**src/rtl/irq_hub_pkg.sv**
```systemverilog
package irq_hub_pkg;

    // Trigger field of a source configuration byte
    typedef enum logic [1:0] {
        TRG_LVL   = 2'd0,
        TRG_RISE  = 2'd1,
        TRG_FALL  = 2'd2,
        TRG_RISE2 = 2'd3
    } trig_e;

    // Arbiter states
    typedef enum logic [1:0] {
        ARB_IDLE   = 2'd0,
        ARB_GRANT  = 2'd1,
        ARB_RETIRE = 2'd2
    } arb_state_e;

    // Register word indices (byte offset / 4)
    localparam logic [5:0] WA_PRIO    = 6'h08;
    localparam logic [5:0] WA_RSVD    = 6'h09;
    localparam logic [5:0] WA_INDEX   = 6'h0A;
    localparam logic [5:0] WA_CFG0    = 6'h10;
    localparam logic [5:0] WA_STAT_LO = 6'h20;
    localparam logic [5:0] WA_STAT_HI = 6'h21;

    // Bit positions
    localparam int ROT_BIT   = 6;
    localparam int EN_BIT    = 3;
    localparam int TRG_LSB   = 4;
    localparam int VALID_BIT = 8;

endpackage

```
**src/rtl/irq_src_cell.sv**
```systemverilog
module irq_src_cell
    import irq_hub_pkg::*;
(
    input  logic  clk,
    input  logic  rst_n,
    input  logic  raw_i,
    input  logic  en_i,
    input  trig_e trig_i,
    input  logic  clr_i,
    output logic  stat_o,
    output logic  pend_o
);

    logic raw_q;
    logic prev_q;
    logic edge_q;
    logic rise;
    logic fall;
    logic hit;

    always_ff @(posedge clk or negedge rst_n) begin
        if (!rst_n) begin
            raw_q  <= 1'b0;
            prev_q <= 1'b0;
        end else begin
            raw_q  <= raw_i;
            prev_q <= raw_q;
        end
    end

    assign rise = raw_q & ~prev_q;
    assign fall = ~raw_q & prev_q;

    always_comb begin
        unique case (trig_i)
            TRG_LVL:   hit = 1'b0;
            TRG_FALL:  hit = fall;
            TRG_RISE:  hit = rise;
            TRG_RISE2: hit = rise;
            default:   hit = 1'b0;
        endcase
    end

    // Edge latch: a new event wins over a clear in the same clock
    always_ff @(posedge clk or negedge rst_n) begin
        if (!rst_n) begin
            edge_q <= 1'b0;
        end else if (trig_i == TRG_LVL) begin
            edge_q <= 1'b0;
        end else if (hit) begin
            edge_q <= 1'b1;
        end else if (clr_i) begin
            edge_q <= 1'b0;
        end
    end

    assign stat_o = (trig_i == TRG_LVL) ? raw_q : edge_q;
    assign pend_o = en_i & stat_o;

    AST_EDGE_CAPTURE: assert property (@(posedge clk) disable iff (!rst_n)
        (trig_i == TRG_RISE && raw_q && !prev_q) |=> edge_q);

    AST_EDGE_RETAIN: assert property (@(posedge clk) disable iff (!rst_n)
        (edge_q && !clr_i && trig_i != TRG_LVL) |=> edge_q);

endmodule

```
**src/rtl/irq_rr_arbiter.sv**
```systemverilog
module irq_rr_arbiter
    import irq_hub_pkg::*;
#(
    parameter  int NSRC = 64,
    localparam int IDW  = $clog2(NSRC)
) (
    input  logic            clk,
    input  logic            rst_n,
    input  logic [NSRC-1:0] pend_i,
    input  logic            rot_en_i,
    output logic [IDW-1:0]  id_o,
    output logic            valid_o
);

    arb_state_e     state_q;
    arb_state_e     state_d;
    logic [IDW-1:0] cur_q;
    logic [IDW-1:0] ptr_q;
    logic [IDW-1:0] win;
    logic           any;

    // Circular search starting at the priority pointer
    always_comb begin
        int j;
        any = 1'b0;
        win = '0;
        for (int i = 0; i < NSRC; i++) begin
            j = (rot_en_i ? int'(ptr_q) : 0) + i;
            if (j >= NSRC) j = j - NSRC;
            if (!any && pend_i[j]) begin
                any = 1'b1;
                win = IDW'(j);
            end
        end
    end

    always_comb begin
        state_d = state_q;
        unique case (state_q)
            ARB_IDLE:   if (any) state_d = ARB_GRANT;
            ARB_GRANT:  if (!pend_i[cur_q]) state_d = ARB_RETIRE;
            ARB_RETIRE: state_d = ARB_IDLE;
            default:    state_d = ARB_IDLE;
        endcase
    end

    always_ff @(posedge clk or negedge rst_n) begin
        if (!rst_n) state_q <= ARB_IDLE;
        else        state_q <= state_d;
    end

    always_ff @(posedge clk or negedge rst_n) begin
        if (!rst_n) begin
            cur_q <= '0;
            ptr_q <= '0;
        end else begin
            if (state_q == ARB_IDLE && any) cur_q <= win;
            if (state_q == ARB_RETIRE) begin
                if (!rot_en_i)                     ptr_q <= '0;
                else if (cur_q == IDW'(NSRC - 1)) ptr_q <= '0;
                else                               ptr_q <= cur_q + 1'b1;
            end
        end
    end

    always_comb begin
        valid_o = (state_q == ARB_GRANT);
        id_o    = valid_o ? cur_q : '1;
    end

    AST_GRANT_HOLD: assert property (@(posedge clk) disable iff (!rst_n)
        (state_q == ARB_GRANT && pend_i[cur_q]) |=> (state_q == ARB_GRANT && $stable(cur_q)));

    AST_RETIRE_RETURNS: assert property (@(posedge clk) disable iff (!rst_n)
        (state_q == ARB_RETIRE) |=> !valid_o);

endmodule

```
**src/rtl/irq_bus_regs.sv**
```systemverilog
module irq_bus_regs
    import irq_hub_pkg::*;
#(
    parameter  int NSRC = 64,
    localparam int IDW  = $clog2(NSRC)
) (
    input  logic                 clk,
    input  logic                 rst_n,
    input  logic [5:0]           bus_addr,
    input  logic                 bus_wr,
    input  logic [3:0]           bus_be,
    input  logic [31:0]          bus_wdata,
    input  logic                 bus_rd,
    output logic [31:0]          bus_rdata,
    input  logic [NSRC-1:0]      stat_i,
    input  logic [IDW-1:0]       id_i,
    input  logic                 valid_i,
    output logic [NSRC-1:0]      en_o,
    output logic [NSRC-1:0][1:0] trig_o,
    output logic [NSRC-1:0]      clr_o,
    output logic                 rot_en_o
);

    logic [NSRC-1:0]      en_q;
    logic [NSRC-1:0][1:0] trig_q;
    logic                 rot_q;
    logic [31:0]          rd_mux;
    logic [31:0]          rdata_q;

    always_ff @(posedge clk or negedge rst_n) begin
        if (!rst_n) begin
            en_q   <= '0;
            trig_q <= '0;
            rot_q  <= 1'b0;
        end else if (bus_wr) begin
            if (bus_addr == WA_PRIO && bus_be[0]) rot_q <= bus_wdata[ROT_BIT];
            for (int n = 0; n < NSRC; n++) begin
                if (bus_addr == WA_CFG0 + 6'(n / 4) && bus_be[n % 4]) begin
                    en_q[n]   <= bus_wdata[(n % 4) * 8 + EN_BIT];
                    trig_q[n] <= bus_wdata[(n % 4) * 8 + TRG_LSB +: 2];
                end
            end
        end
    end

    // Write-one-to-clear strobes per source
    always_comb begin
        for (int n = 0; n < NSRC; n++) begin
            clr_o[n] = bus_wr
                     && (bus_addr == ((n < 32) ? WA_STAT_LO : WA_STAT_HI))
                     && bus_be[(n % 32) / 8]
                     && bus_wdata[n % 32];
        end
    end

    always_comb begin
        rd_mux = '0;
        if (bus_addr == WA_PRIO) rd_mux[ROT_BIT] = rot_q;
        if (bus_addr == WA_INDEX) begin
            rd_mux[IDW-1:0]  = id_i;
            rd_mux[VALID_BIT] = valid_i;
        end
        for (int n = 0; n < NSRC; n++) begin
            if (bus_addr == WA_CFG0 + 6'(n / 4))
                rd_mux[(n % 4) * 8 +: 8] = {2'b00, trig_q[n], en_q[n], 3'b000};
            if (bus_addr == ((n < 32) ? WA_STAT_LO : WA_STAT_HI))
                rd_mux[n % 32] = stat_i[n];
        end
    end

    always_ff @(posedge clk or negedge rst_n) begin
        if (!rst_n)      rdata_q <= '0;
        else if (bus_rd) rdata_q <= rd_mux;
    end

    assign bus_rdata = rdata_q;
    assign en_o      = en_q;
    assign trig_o    = trig_q;
    assign rot_en_o  = rot_q;

    AST_RSVD_READS_ZERO: assert property (@(posedge clk) disable iff (!rst_n)
        (bus_rd && bus_addr == WA_RSVD) |=> bus_rdata == 32'h0);

endmodule

```
**src/rtl/irq_hub.sv**
```systemverilog
module irq_hub
    import irq_hub_pkg::*;
#(
    parameter  int NSRC = 64,
    localparam int IDW  = $clog2(NSRC)
) (
    input  logic            clk,
    input  logic            rst_n,
    input  logic [5:0]      bus_addr,
    input  logic            bus_wr,
    input  logic [3:0]      bus_be,
    input  logic [31:0]     bus_wdata,
    input  logic            bus_rd,
    output logic [31:0]     bus_rdata,
    input  logic [NSRC-1:0] irq_src_i,
    output logic            irq_o,
    output logic [IDW-1:0]  irq_id_o,
    output logic            irq_id_valid_o
);

    logic [NSRC-1:0]      en;
    logic [NSRC-1:0][1:0] trig;
    logic [NSRC-1:0]      clr;
    logic [NSRC-1:0]      stat;
    logic [NSRC-1:0]      pend;
    logic                 rot_en;

    irq_bus_regs #(.NSRC(NSRC)) u_regs (
        .clk       (clk),
        .rst_n     (rst_n),
        .bus_addr  (bus_addr),
        .bus_wr    (bus_wr),
        .bus_be    (bus_be),
        .bus_wdata (bus_wdata),
        .bus_rd    (bus_rd),
        .bus_rdata (bus_rdata),
        .stat_i    (stat),
        .id_i      (irq_id_o),
        .valid_i   (irq_id_valid_o),
        .en_o      (en),
        .trig_o    (trig),
        .clr_o     (clr),
        .rot_en_o  (rot_en)
    );

    generate
        for (genvar g = 0; g < NSRC; g++) begin : g_src
            irq_src_cell u_cell (
                .clk    (clk),
                .rst_n  (rst_n),
                .raw_i  (irq_src_i[g]),
                .en_i   (en[g]),
                .trig_i (trig_e'(trig[g])),
                .clr_i  (clr[g]),
                .stat_o (stat[g]),
                .pend_o (pend[g])
            );
        end
    endgenerate

    irq_rr_arbiter #(.NSRC(NSRC)) u_arb (
        .clk      (clk),
        .rst_n    (rst_n),
        .pend_i   (pend),
        .rot_en_i (rot_en),
        .id_o     (irq_id_o),
        .valid_o  (irq_id_valid_o)
    );

    assign irq_o = |pend;

    AST_IRQ_WHEN_GRANTED: assert property (@(posedge clk) disable iff (!rst_n)
        (irq_id_valid_o && pend[irq_id_o]) |-> irq_o);

endmodule

```
**config.mk**
```make
export PLATFORM = sky130hd
export DESIGN_NAME = irq_hub
export DESIGN_NICKNAME = d
export VERILOG_FILES = /design/src/rtl/irq_hub_pkg.sv /design/src/rtl/irq_src_cell.sv /design/src/rtl/irq_rr_arbiter.sv /design/src/rtl/irq_bus_regs.sv /design/src/rtl/irq_hub.sv
export SDC_FILE = /design/constraint.sdc
export NUM_CORES = 1
export LEC_CHECK = 0
export ABC_CLOCK_PERIOD_IN_PS = 12100
export CORE_AREA = 8 8 233 459
export DETAILED_ROUTE_END_ITERATION = 16
export DIE_AREA = 0 0 241 467
export GPL_TIMING_DRIVEN = 0
export SYNTH_ARGS = -nofsm -noshare
export SYNTH_HDL_FRONTEND = slang
export SYNTH_SLANG_ARGS = --single-unit
```
**constraint.sdc**
```tcl
create_clock -name clk -period 12.1 [get_ports clk]
set_input_delay 3.63 -clock clk [delete_from_list [all_inputs] [get_ports clk]]
set_output_delay 3.63 -clock clk [all_outputs]
set_load 0.05 [all_outputs]
```
==> impl_metrics.json, run 1 <==
{
  "synth.avg_cell_area_um2": 8.72,
  "start_util": 0.348,
  "cts_buffers": 41,
  "io_buffers": 143,
  "ys_ff_latch": 431,
  "postSynthCellCount": 4023,
  "grt_pass1_wl_mm": 539,
  "yosysSeqAreaShare": 0.308,
  "toolErrorMsg": "[ERROR GRT-0116] Global routing finished with congestion. Check the congestion regions in the DRC Viewer.",
  "rows": 165,
  "ys_types": 113,
  "numPlacedInstances": 5545,
  "synthFlopType": "dfrtp_1",
  "grt_max_degree": 121,
  "die_h_um": 467,
  "async_reset_ff_frac": 1.00,
  "ys_warn_count": 0,
  "dp_hpwl_mm": 237,
  "cts_root_buf": "clkbuf_16",
  "cts.sinks": 431,
  "status": "stopped before the end",
  "cts_max_level": 2,
  "synth-edff-count": 0,
  "grt.total_usage": 0.667,
  "gp_congestion": 1.17,
  "clockBufferDepth": 3,
  "netlist_area_um2": 35100,
  "syn_nets": 4151,
  "grt_overflow": 1053,
  "die_w_um": 241,
  "haltStage": "5_1_grt",
  "io-pin-count": 150,
  "grt_pass1_vias": 51100
}
==> per-layer routing <==
metal	overflow	track usage
met2	594	0.873
met3	14	0.479
met1	12	0.636
met5	2	0.138
met4	431	0.706
==> what timing repair did <==
item / in CTS
hold endpoints to repair: 0
buffers inserted: 2
resized for setup: 26
hold buffers: 0
setup endpoints to repair: 6
==> synth_stat cells, types with 27 or more instances <==
cell type	count	share of area
dfrtp_1	431	0.31
nor2_1	387	0.041
nand2_1	378	0.040
o21ai_0	314	0.045
a21oi_1	307	0.044
mux2_2	212	0.068
a211oi_1	142	0.030
clkbuf_1	120	0.013
mux4_2	110	0.071
nand3_1	100	0.014
nor3_1	82	0.012
nor3b_1	79	0.017
inv_1	77	0.0082
mux2i_1	71	0.020
o21a_1	69	0.015
nor4_1	62	0.011
xnor2_1	62	0.015
a21boi_0	61	0.013
nor2b_1	61	0.011
o22ai_1	56	0.010
o211ai_1	55	0.012
buf_2	38	0.0054
a22oi_1	33	0.0071
o211a_1	33	0.0094
a2111oi_0	30	0.0075
nand2b_1	30	0.0054
a31oi_1	29	0.0052
nand4_1	29	0.0052
o221ai_1	27	0.0067
==> per-stage QoR <==
step / hold WS, ns / utilization / instance area (µm²) / worst slack (ns)
after detailed placement: 0.400 / 0.387 / 39000 / -2.29
after floorplan: 0.379 / - / 35100 / 4.53
after global placement: 0.397 / 0.379 / 38200 / -11.79
after CTS: 0.412 / 0.402 / 40500 / 0.0103
==> kinds of logic after synthesis <==
logic type	after synthesis	synth area share
AND/OR/NAND/NOR	1415	0.205
multiplexers	396	0.161
adder cells (fa/ha/maj)	18	0.00642
buffers and inverters	296	0.0375
XOR/XNOR	66	0.0165
AO/OA/AOI/OAI	1401	0.266
flip-flops	431	0.308
==> run 2, diff against run 1 <==
--- a/config.mk
+++ b/config.mk
@@ -6,10 +6,11 @@
 export NUM_CORES = 1
 export LEC_CHECK = 0
 export ABC_CLOCK_PERIOD_IN_PS = 12100
-export CORE_AREA = 8 8 233 459
+export CORE_AREA = 8 8 428 430
 export DETAILED_ROUTE_END_ITERATION = 16
-export DIE_AREA = 0 0 241 467
+export DIE_AREA = 0 0 436 438
 export GPL_TIMING_DRIVEN = 0
+export PLACE_DENSITY_LB_ADDON = 0.15
 export SYNTH_ARGS = -nofsm -noshare
 export SYNTH_HDL_FRONTEND = slang
 export SYNTH_SLANG_ARGS = --single-unit
==> impl_metrics.json, run 2 <==
{
  "fin_ws_ns": -0.208,
  "seq_power_share": 0.308,
  "setup_violations": 1,
  "io_buffers": 143,
  "holdBufCountCts": 0,
  "critical_path.slowest_cell": "o311ai_0",
  "clkPwrFrac": 0.319,
  "fin_cells": 6655,
  "finalClockSkew_ns": 0.0601,
  "synth.area.top_cells": "dfrtp_1 (31%), mux4_2 (7.1%), mux2_2 (6.8%)",
  "rsz0062_at_grt": "false",
  "period_share": 1.02,
  "drt_iter0_drc": 4751,
  "nets": 4381,
  "worst-path-buf-inv": 10,
  "largest_reg_flops": 128,
  "worstPathRequired_ns": 12.66,
  "r2r_start": "u_arb.ptr_q[1]",
  "synth.avg_cell_area_um2": 8.72,
  "switchingPower_w": 0.00232,
  "final_cell_mix": "dfrtp_1 (431), nor2_1 (385), nand2_1 (378), o21ai_0 (314), a21oi_1 (306)",
  "clk_pin_slew_ns": 0.07,
  "grt_max_degree": 102,
  "synth.top_cell.area_share": 0.308,
  "antenna_left": 0,
  "grt.total_usage": 0.240,
  "netlist_area_um2": 35100,
  "async_reset_ff_frac": 1.00,
  "ff2ff_path_depth": 31,
  "crit_path_end_kind": "flop",
  "leakagePower_nw": 16.2,
  "antenna_found_initial": 5,
  "numPlacedInstances": 6550,
  "p_comb_frac": 0.373,
  "clockBufferDepth": 3,
  "layout-drive-gt1-share": 0.150,
  "syn_to_final_growth_pct": 19.8,
  "critPathTopFamily": "compound AO/OA/AOI/OAI gates",
  "hold_class": "flop to flop",
  "cts_max_level": 2,
  "dp_hpwl_mm": 194,
  "intPower_w": 0.00329,
  "drc": 0,
  "routedWlPerCell_um": 36.3,
  "violations": "max-capacitance violations, max-slew violations, negative setup slack",
  "whs_ns": 0.400,
  "busiest_layer": "met2",
  "yosysSeqAreaShare": 0.308,
  "status": "finished, violations left",
  "r2r_end": "u_arb.cur_q[5]",
  "ys_types": 113,
  "p_sw_frac": 0.413,
  "critPathLaunchType": "flop",
  "cap_viol_max_count": 8,
  "die_w_um": 436,
  "min_path_cells": 0,
  "ys_warn_count": 0,
  "grt_use_met3": 0.0425,
  "core_um2": 177000,
  "rrSetupSlack_ns": -0.21,
  "fmax_ghz": 0.0812,
  "grt_overflow": 0,
  "p_per_area_nw_per_um2": 134,
  "syn_nets": 4151,
  "max-vdd-ir-drop_v": 0.000115,
  "synthFlopType": "dfrtp_1",
  "cts.sinks": 431,
  "grtUsageMet1": 0.303,
  "yosys-top-cells-count": "dfrtp_1 (431), nor2_1 (387), nand2_1 (378)",
  "viasPerCell": 5.79,
  "holdPathEnd": "g_src[6].u_cell.prev_q",
  "post_cts_buffers": 0,
  "yosysTopAreaCell": "dfrtp_1",
  "utilization": 0.238,
  "die_area_um2": 191000,
  "cts_root_buf": "clkbuf_16",
  "io-pin-count": 150,
  "rows": 155,
  "drt-pass1-iter-count": 8,
  "use_met2": 0.382,
  "slowest_delay_ns": 1.13,
  "grt_pass1_wl_mm": 324,
  "clock_latency_ns": 0.68,
  "tightest_slew_ns": 1.60,
  "routed_wirelength_mm": 242,
  "drv_slew": 38,
  "finalHoldViolations": 0,
  "max_slew_margin": -0.0964,
  "holdCritStartpoint": "g_src[6].u_cell.raw_q",
  "cts_buffers": 55,
  "postSynthCellCount": 4023,
  "gp_congestion": 1.02,
  "die_h_um": 438,
  "cts_tree": "built",
  "critPathKind": "flop to flop",
  "start_util": 0.198,
  "crit_arrival_ns": 12.87,
  "fin_crit_ns": 12.31,
  "final_common_cell": "dfrtp_1",
  "vias": 38600,
  "yosysMostFrequentCell": "dfrtp_1",
  "ys_ff_latch": 431,
  "synth-edff-count": 0,
  "grt_pass1_vias": 37000,
  "crit_fanout": 13
}
run 2: cell counts after synthesis:
No cell type changed its count.
run 2: power by group through the flow:
stage	clock (W)	sequential (W)	combinational, W
after CTS	0.00183	0.00172	0.00204
final	0.00179	0.00173	0.00210
after floorplan	0	0.00169	0.00111
after global placement	0	0.00175	0.00201
after detailed placement	0	0.00175	0.00203
after global routing	0.00188	0.00174	0.00216
run 2: metal layers:
| layer | part of all wire | vias to the layer above | wire, µm |
|---|---|---|---|
| met5 | 0 | - | 0 |
| met4 | 0.075 | 0 | 18200 |
| met3 | 0.075 | 626 | 18200 |
| met2 | 0.45 | 2257 | 108000 |
| met1 | 0.40 | 19700 | 97000 |
| li1 | - | 16000 | - |
run 2: kinds of logic after synthesis:
group                      after synthesis  share of synthesized area
AOI/OAI and AO/OA                     1401                      0.266
buffers and inverters                  296                     0.0375
adders and majority gates               18                    0.00642
muxes                                  396                      0.161
xor gates and xnor gates                66                     0.0165
DFF                                    431                      0.308
and+or+nand+nor                       1415                      0.205
run 2: metrics by stage:
step	worst slack (ns)	TNS, ns	total power (W)	instance area, µm²
detailed placement	-1.23	-5.93	0.00377	40000
global route	0.0131	0	0.00578	42000
floorplan	4.53	0	0.00280	35100
global placement	-14.11	-6008.76	0.00376	39400
finish	-0.208	-0.208	0.00561	42000
CTS	0.0257	0	0.00559	41900
run 2: final cells by class:
cell class | instances | area (µm²)
clock buffers | 79 | 1600
clock inverters | 21 | 338
multi-input cells | 3296 | 23200
well taps | 2355 | 2950
plain buffers | 208 | 993
inverters | 86 | 329
repair buffers | 175 | 1840
diodes | 4 | 10.0
flip-flops and latches | 431 | 10800
fillers | 19400 | 135000
run 2: worst max-delay path by stage:
stage / start / end / slack (ns) / cells after the start
floorplan: u_arb.ptr_q[1] / u_arb.cur_q[2] / 4.53 / 30
global placement: rst_n / u_arb.cur_q[2] / -14.11 / 1
detailed placement: u_arb.ptr_q[1] / u_arb.cur_q[5] / -1.23 / 33
CTS: u_regs.rot_en_o / u_arb.cur_q[5] / 0.03 / 31
global route: u_arb.ptr_q[1] / u_arb.cur_q[5] / 0.01 / 31
finish: u_arb.ptr_q[1] / u_arb.cur_q[5] / -0.21 / 31
run 2: repair_timing:
action,4_1_cts,5_1_grt
endpoints found under the hold margin,0,0
gates resized for setup,7,10
setup endpoints to repair,6,6
Power figures use the tool's default switching activity.
